<file path="src/rtl/comma_deser.sv">
module comma_deser #(
  parameter int W  = 10,
  parameter int KW = 7,
  parameter logic [KW-1:0] K_A = 7'b1111100,
  parameter logic [KW-1:0] K_B = 7'b0000011
) (
  input  logic         bit_clk,
  input  logic         rst,
  input  logic         ser_in,
  output logic [W-1:0] word_out,
  output logic         comma_seen,
  output logic         locked,
  output logic         byte_clk_a,
  output logic         byte_clk_b
);
  localparam int CNTW = $clog2(W);
  localparam logic [CNTW-1:0] LAST  = CNTW'(W - 1);
  localparam logic [CNTW-1:0] AFTER = CNTW'(KW);
  localparam logic [CNTW-1:0] MID   = CNTW'(W / 2 - 1);

  logic [W-1:0]    shreg, nxt;
  logic [CNTW-1:0] cnt;
  logic            hit, load, pend;

  assign nxt  = {ser_in, shreg[W-1:1]};
  assign hit  = (nxt[W-1 -: KW] == K_A) || (nxt[W-1 -: KW] == K_B);
  assign load = (cnt == LAST) && !hit;
  assign byte_clk_b = ~byte_clk_a;

  always_ff @(posedge bit_clk) begin
    if (rst) begin
      shreg      <= '0;
      cnt        <= '0;
      pend       <= 1'b0;
      word_out   <= '0;
      comma_seen <= 1'b0;
      locked     <= 1'b0;
      byte_clk_a <= 1'b0;
    end else begin
      shreg      <= nxt;
      cnt        <= hit ? AFTER : (cnt == LAST ? '0 : cnt + 1'b1);
      comma_seen <= load && pend;
      if (hit)       pend <= 1'b1;
      else if (load) pend <= 1'b0;
      if (load) begin
        word_out <= nxt;
        if (pend) locked <= 1'b1;
      end
      if (cnt == MID && !hit) byte_clk_a <= ~byte_clk_a;
    end
  end
endmodule


</file>
<file path="config.mk">
export PLATFORM = sky130hd
export DESIGN_NAME = comma_deser
export DESIGN_NICKNAME = d
export VERILOG_FILES = /design/src/rtl/comma_deser.sv
export SDC_FILE = /design/constraint.sdc
export NUM_CORES = 1
export LEC_CHECK = 0
export CORE_MARGIN = 8
export CORE_UTILIZATION = 50
export DETAILED_ROUTE_END_ITERATION = 8
export PLACE_DENSITY = 0.82
export SLEW_MARGIN = 20
export SYNTH_ARGS = -nofsm -noshare
export SYNTH_HDL_FRONTEND = slang
export SYNTH_SLANG_ARGS = --single-unit
</file>
<file path="constraint.sdc">
create_clock -name bit_clk -period 2.3 [get_ports bit_clk]
set_input_delay 0.345 -clock bit_clk [delete_from_list [all_inputs] [get_ports bit_clk]]
set_output_delay 0.345 -clock bit_clk [all_outputs]
set_load 0.02 [all_outputs]
</file>
Yosys cells after proc, flatten, opt, wreduce, memory -nomap -nowiden
Cells that the tools add are included.
- flip-flop bits (word level): 28
- bits in latches: 0
- RAM bits: 0
- bits in read-only memories: 0
- bits of input ports: 3
- output and inout bits: 14
- word-level logic and storage cells: 26
- memories kept: 0
- add/sub/neg operators: 1
- $mul: 0
- div/mod/pow operators: 0
- $lt $le $gt $ge: 0
- eq/ne operators: 4
- shifts and indexed selects: 0
- multiplexer cells: 4
- bitwise operators: 1
- reductions and logical operators: 8
- operators with widths (operator ; number):
    7-bit by 2-bit equality test with 1-bit output (second input constant) ; 1
    7-bit equality test (second input constant) ; 1
    3-bit two-way mux ; 2
    4-bit by 1-bit adder with 4-bit output (second input constant) ; 1
    4-bit by 3-bit equality test with 1-bit output (second input constant) ; 1
    4-bit equality test (second input constant) ; 1
    1-bit logical AND ; 3
    3-bit OR reduction ; 1
    1-bit two-way mux ; 2
    2-bit AND reduction ; 1
    2-bit nonzero test ; 1
    1-bit zero test ; 1
    1-bit logical OR ; 1
    1-bit NOT ; 1

Depth between registers and ports, before layout
- word-level depth: 6
- mapped depth: 6
- depth with buffers taken out: 4

Least setup slack after synthesis
No wires, ideal clock.
- path type: reg2reg
- from: register shreg[4]
- to: register word_out[1]
- setup time: 0.121 ns
- arrival time: 1.696 ns
- data required time: 2.179 ns
- path slack: 0.483 ns
- cell stages (with the launch flop): 7
- buffers on the path: 2
- clock period less this slack: 1.817 ns
- path through: dfxtp_1 > nor4b_1 > and3_1 > clkbuf_2 > or4_4 > buf_6 > mux2_4
- cells in the longest elaborated chain, start to end: 4
- elaborated cells between the ends (all ways): 5
- classes of those cells: eq/ne: 2; reduce/logical: 3
- RTL lines (element ; line ; RTL):
    start, declared ; 21 ; logic [W-1:0] shreg, nxt;
    start signal, assigned ; 40 ; shreg <= nxt;
    7-bit equality test or 7-bit by 2-bit equality test with 1-bit output (tied branches) ; 26 ; assign hit = (nxt[W-1 -: KW] == K_A) || (nxt[W-1 -: KW] == K_B);
    1-bit logical OR (*) ; 26 ;
    1-bit zero test (*) ; 27 ; assign load = (cnt == LAST) && !hit;
    1-bit logical AND (*) ; 27 ;
    end signal, assigned ; 46 ; word_out <= nxt;
    end, declared ; 10 ; output logic [W-1:0] word_out,
Every way passes the cells marked *; elsewhere a longest branch is shown, timed or not.
A chain may end at the register's enable or synchronous reset.

Worst setup path after layout
- from: input ser_in
- to: register word_out[5]
- cells in the longest elaborated chain, start to end: 4
- elaborated cells between the ends (all ways): 5
- classes of those cells: eq/ne: 2; reduce/logical: 3
- RTL lines (element ; line ; RTL):
    start, declared ; 9 ; input logic ser_in,
    7-bit equality test or 7-bit by 2-bit equality test with 1-bit output (tied branches) ; 26 ;
    1-bit logical OR (*) ; 26 ;
    1-bit zero test (*) ; 27 ;
    1-bit logical AND (*) ; 27 ;
Marked as above.

==> results.md <==
* Ant. Diodes at 0
* Power per unit of standard cell area at between 500 and 600 nW/um^2
* Initial cell density of the core at 53.13%
* Combinational share of power at roughly 4.6%
* Final total negative setup slack at 0 ns
* Critical path endpoint category: flop
* Die Height at between 60 and 70 microns
* Highest-count cells in the layout ignoring fill and taps: 27 x dfxtp_1, 18 x nor2b_1, 16 x clkdlybuf4s50_1
* Peak VDD IR at approximately 450 uV
* Number of setup violations in the final report at 0
* Wire length of the first global-routing pass at between 2000 and 3000 microns
* Element type at the critical path start: input port
* Yosys Warn Count at 0
* Area of the mapped netlist at 1042 sq um
* Number of optimization iterations in the first detailed-route pass at 2
* TritonCTS Buffers at 3
* Total Die Area at 3801 sq um
* Hold Path Sink: comma_seen$_SDFF_PP0_
* Beginning of the worst register-to-register path: shreg[4]$_SDFF_PP0_
* Clock power frac at about 28%
* Count of pins over their slew limit at 0
* Worst Path Required at approximately 2.5 ns
* Crit path kind: input port to flop
* Top Ports at 17
* Number of stages on the worst hold path at 2
* Longest Clk Path Bufs at 2
* Detail-routed via count per cell at around 5.1
* Post-synth net total at 100
* Destination of the worst register-to-register timing path: word_out[5]$_SDFFE_PP0P_
* Clock Skews at 0.007091 ns
* Clock sinks at 27
* Number of hold-repair buffers added at the cts stage at 0
* Design Area, Final at about 1300 sq um
* Overall routed net length at between 1500 and 2000 microns
* Cells after Synth at just under 100
* Pin count of the biggest net entering global routing at 29
* Result of the run: finished clean
* Iteration-0 DRC count of the detailed router at 9
* Hold/Removal Path Class: flop to flop
* Hpwl dp at about 1400 microns
* Post-layout min period at 1.861 ns
* Pre-CTS worst setup slack at approximately 0.10 ns
* Measured slew at the worst slew-check pin at approximately 0.52 ns
* Post-route antenna net violation count at 0
* Max-Cap Viols at 0
* Worst Slack Setup Final at approximately 0.44 ns
* Clock network latency to the later pin of the worst-skew pair at between 0.3 and 0.4 ns
* Core Area at between 1500 and 2000 sq um
* Area growth from synthesis to final layout at 20.77%
* Clock Pin Slew Worst Setup and Hold Paths at 0.15 ns
* Most common cell after layout, fill and taps aside: dfxtp_1
* Share of post-route cells with drive strength above 1 at approximately 16%
* Total number of placement rows at 16
* Number of global-route vias before repair at just over 700
* Number of cells on the worst reg-to-reg path at 4
* Die Width at slightly above 60 microns
* R2r setup slk at between 0.5 and 0.6 ns
* Register share of total power at 67.2%
* Via count at approximately 720
* Number of antenna violations at the first check in global routing at 0
* Area of placed instances at approximately 1200 sq um
* Total gr overflow at 0
* Overall track demand over capacity in global routing at roughly a tenth
* Unique cell type count in the Yosys netlist at 26
* Power dissipated by switching net loads at roughly 160 uW
* Input/output buffers at 16
* Syn avg cell area at around 11 sq um
* CTS H-tree lvls at 1
* Final RePlAce weighted congestion at between 0.7 and 0.8
* HP Start: pend$_SDFFE_PP0P_
* Worst max-slew margin expressed relative to the limit at between 60% and 70%
* Tcrit/Tclk final at about four fifths
* Root Buffer Master: clkbuf_4
* Maximum fanout along the worst path at 11
* Resize count post-CTS at 0
* Final-layout fill cell count at between 150 and 200
* Arrival @ worst endpoint at ~2.1 ns
* Internal power component at around 560 uW
* Upper clock frequency limit at about 0.54 GHz
* Setup repair after global routing missed its margin: false
* Fin. Hold Viols at 0
* Static leakage at between 0.0004 and 0.0005 uW
* Sequential share of the synthesized area at between 50% and 60%
* Post-layout nets at around 120
* Net Sw Frac at roughly 22%
* DRC violations left at 0
* Drt wl/cell at 12.95 microns
* Number of setup buffers added after CTS at 0
* Synth Register Bits at 27
* CTS tree: yes
## sequential cells by signal, summed over array words and instances, names as in the netlist
| signal | cells |
|---|---|
| byte_clk_a | 1 |
| cnt | 4 |
| comma_seen | 1 |
| locked | 1 |
| pend | 1 |
| shreg | 9 |
| word_out | 10 |
## layout make-up
type                            count  area (sq um)  share of cell area, %
Inverter                            2         7.507                 0.5964
Tap cell                           27         33.78                  2.684
Sequential cell                    27         540.5                  42.94
Multi-Input combinational cell     63         466.7                  37.08
Clock buffer                        3         22.52                  1.789
Timing Repair Buffer               19         182.7                  14.51
Clock inverter                      1         5.005                 0.3976
## how the worst max path moves through the flow
stage                   startpoint                  endpoint  slack [ns]  cells after the start
6_report                    ser_in  word_out[5]$_SDFFE_PP0P_        0.44                      5
5_1_grt                     ser_in  word_out[5]$_SDFFE_PP0P_        0.39                      5
4_1_cts                     ser_in  word_out[5]$_SDFFE_PP0P_        0.44                      5
3_5_place_dp                ser_in  word_out[3]$_SDFFE_PP0P_        0.10                      5
3_3_place_gp                ser_in  word_out[5]$_SDFFE_PP0P_        0.10                      5
2_1_floorplan  shreg[4]$_SDFF_PP0_  word_out[1]$_SDFFE_PP0P_        0.48                      6
## synthesized netlist by cell type
| cell | n | area [sq um] |
|---|---|---|
| dfxtp_1 | 27 | 540.5 |
| nor2b_1 | 18 | 112.6 |
| mux2_4 | 8 | 120.1 |
| nand2b_1 | 6 | 37.54 |
| nand2_1 | 5 | 18.77 |
| a21oi_1 | 4 | 20.02 |
| clkbuf_1 | 3 | 11.26 |
| nor2_1 | 3 | 11.26 |
| nor3_1 | 3 | 15.01 |
| inv_1 | 2 | 7.510 |
| mux2_2 | 2 | 22.52 |
| nor4_1 | 2 | 12.51 |
| a22oi_1 | 1 | 7.510 |
| and3_1 | 1 | 6.260 |
| buf_6 | 1 | 11.26 |
| clkbuf_2 | 1 | 5.000 |
| mux2i_1 | 1 | 10.01 |
| nand3b_1 | 1 | 7.510 |
| nand4b_1 | 1 | 8.760 |
| nor4b_1 | 1 | 8.760 |
| o22ai_1 | 1 | 6.260 |
| o31ai_1 | 1 | 7.510 |
| or3_1 | 1 | 6.260 |
| or4_1 | 1 | 7.510 |
| or4_4 | 1 | 11.26 |
| xor2_1 | 1 | 8.760 |
## worst max-delay path, stage by stage
cell and delay, ns:
clkdlybuf4s50_1 0.49, nor4b_1 0.06, and3_1 0.19, or4_4 0.66, mux2_4 0.34
## stage by stage
stage	hold WS (ns)	util (%)	instances	power, uW
finish	0.4777	64.16	142	718.4
global route	0.4835	64.16	142	745.9
CTS	0.4723	64.16	142	719.3
detailed placement	0.4626	62.76	138	526.5
global placement	0.4514	62.76	138	524.4
floorplan	0.4379	-	97	513.8
## kinds of logic (layout without fill, tap and decap cells)
family | count (synthesis) | in the layout | share of synthesized area (%)
AO/OA/AOI/OAI | 7 | 7 | 3.963
XOR/XNOR | 1 | 1 | 0.8405
buffers and inverters | 7 | 25 | 3.361
flip-flops | 27 | 27 | 51.86
multiplexers | 11 | 11 | 14.65
AND/OR/NAND/NOR | 44 | 44 | 25.33
## power groups by stage
stage               combinational (uW)  sequential (uW)  clock (uW)
floorplan                         21.9              492           0
global placement                  32.1              492           0
detailed placement                33.5              493           0
CTS                               33.6              483         203
global route                      36.9              485         224
finish                            33.0              483         202
## routing by layer
metal,vias up,part of all wire [%],track usage (%),wire (microns)
li1,361,-,-,-
met4,0,0.33,2.922,6
met5,-,0,0,0
met2,12,51,19.05,939
met3,2,4.1,3.132,76
met1,349,44,10.92,817
Power figures use the tool's default switching activity.
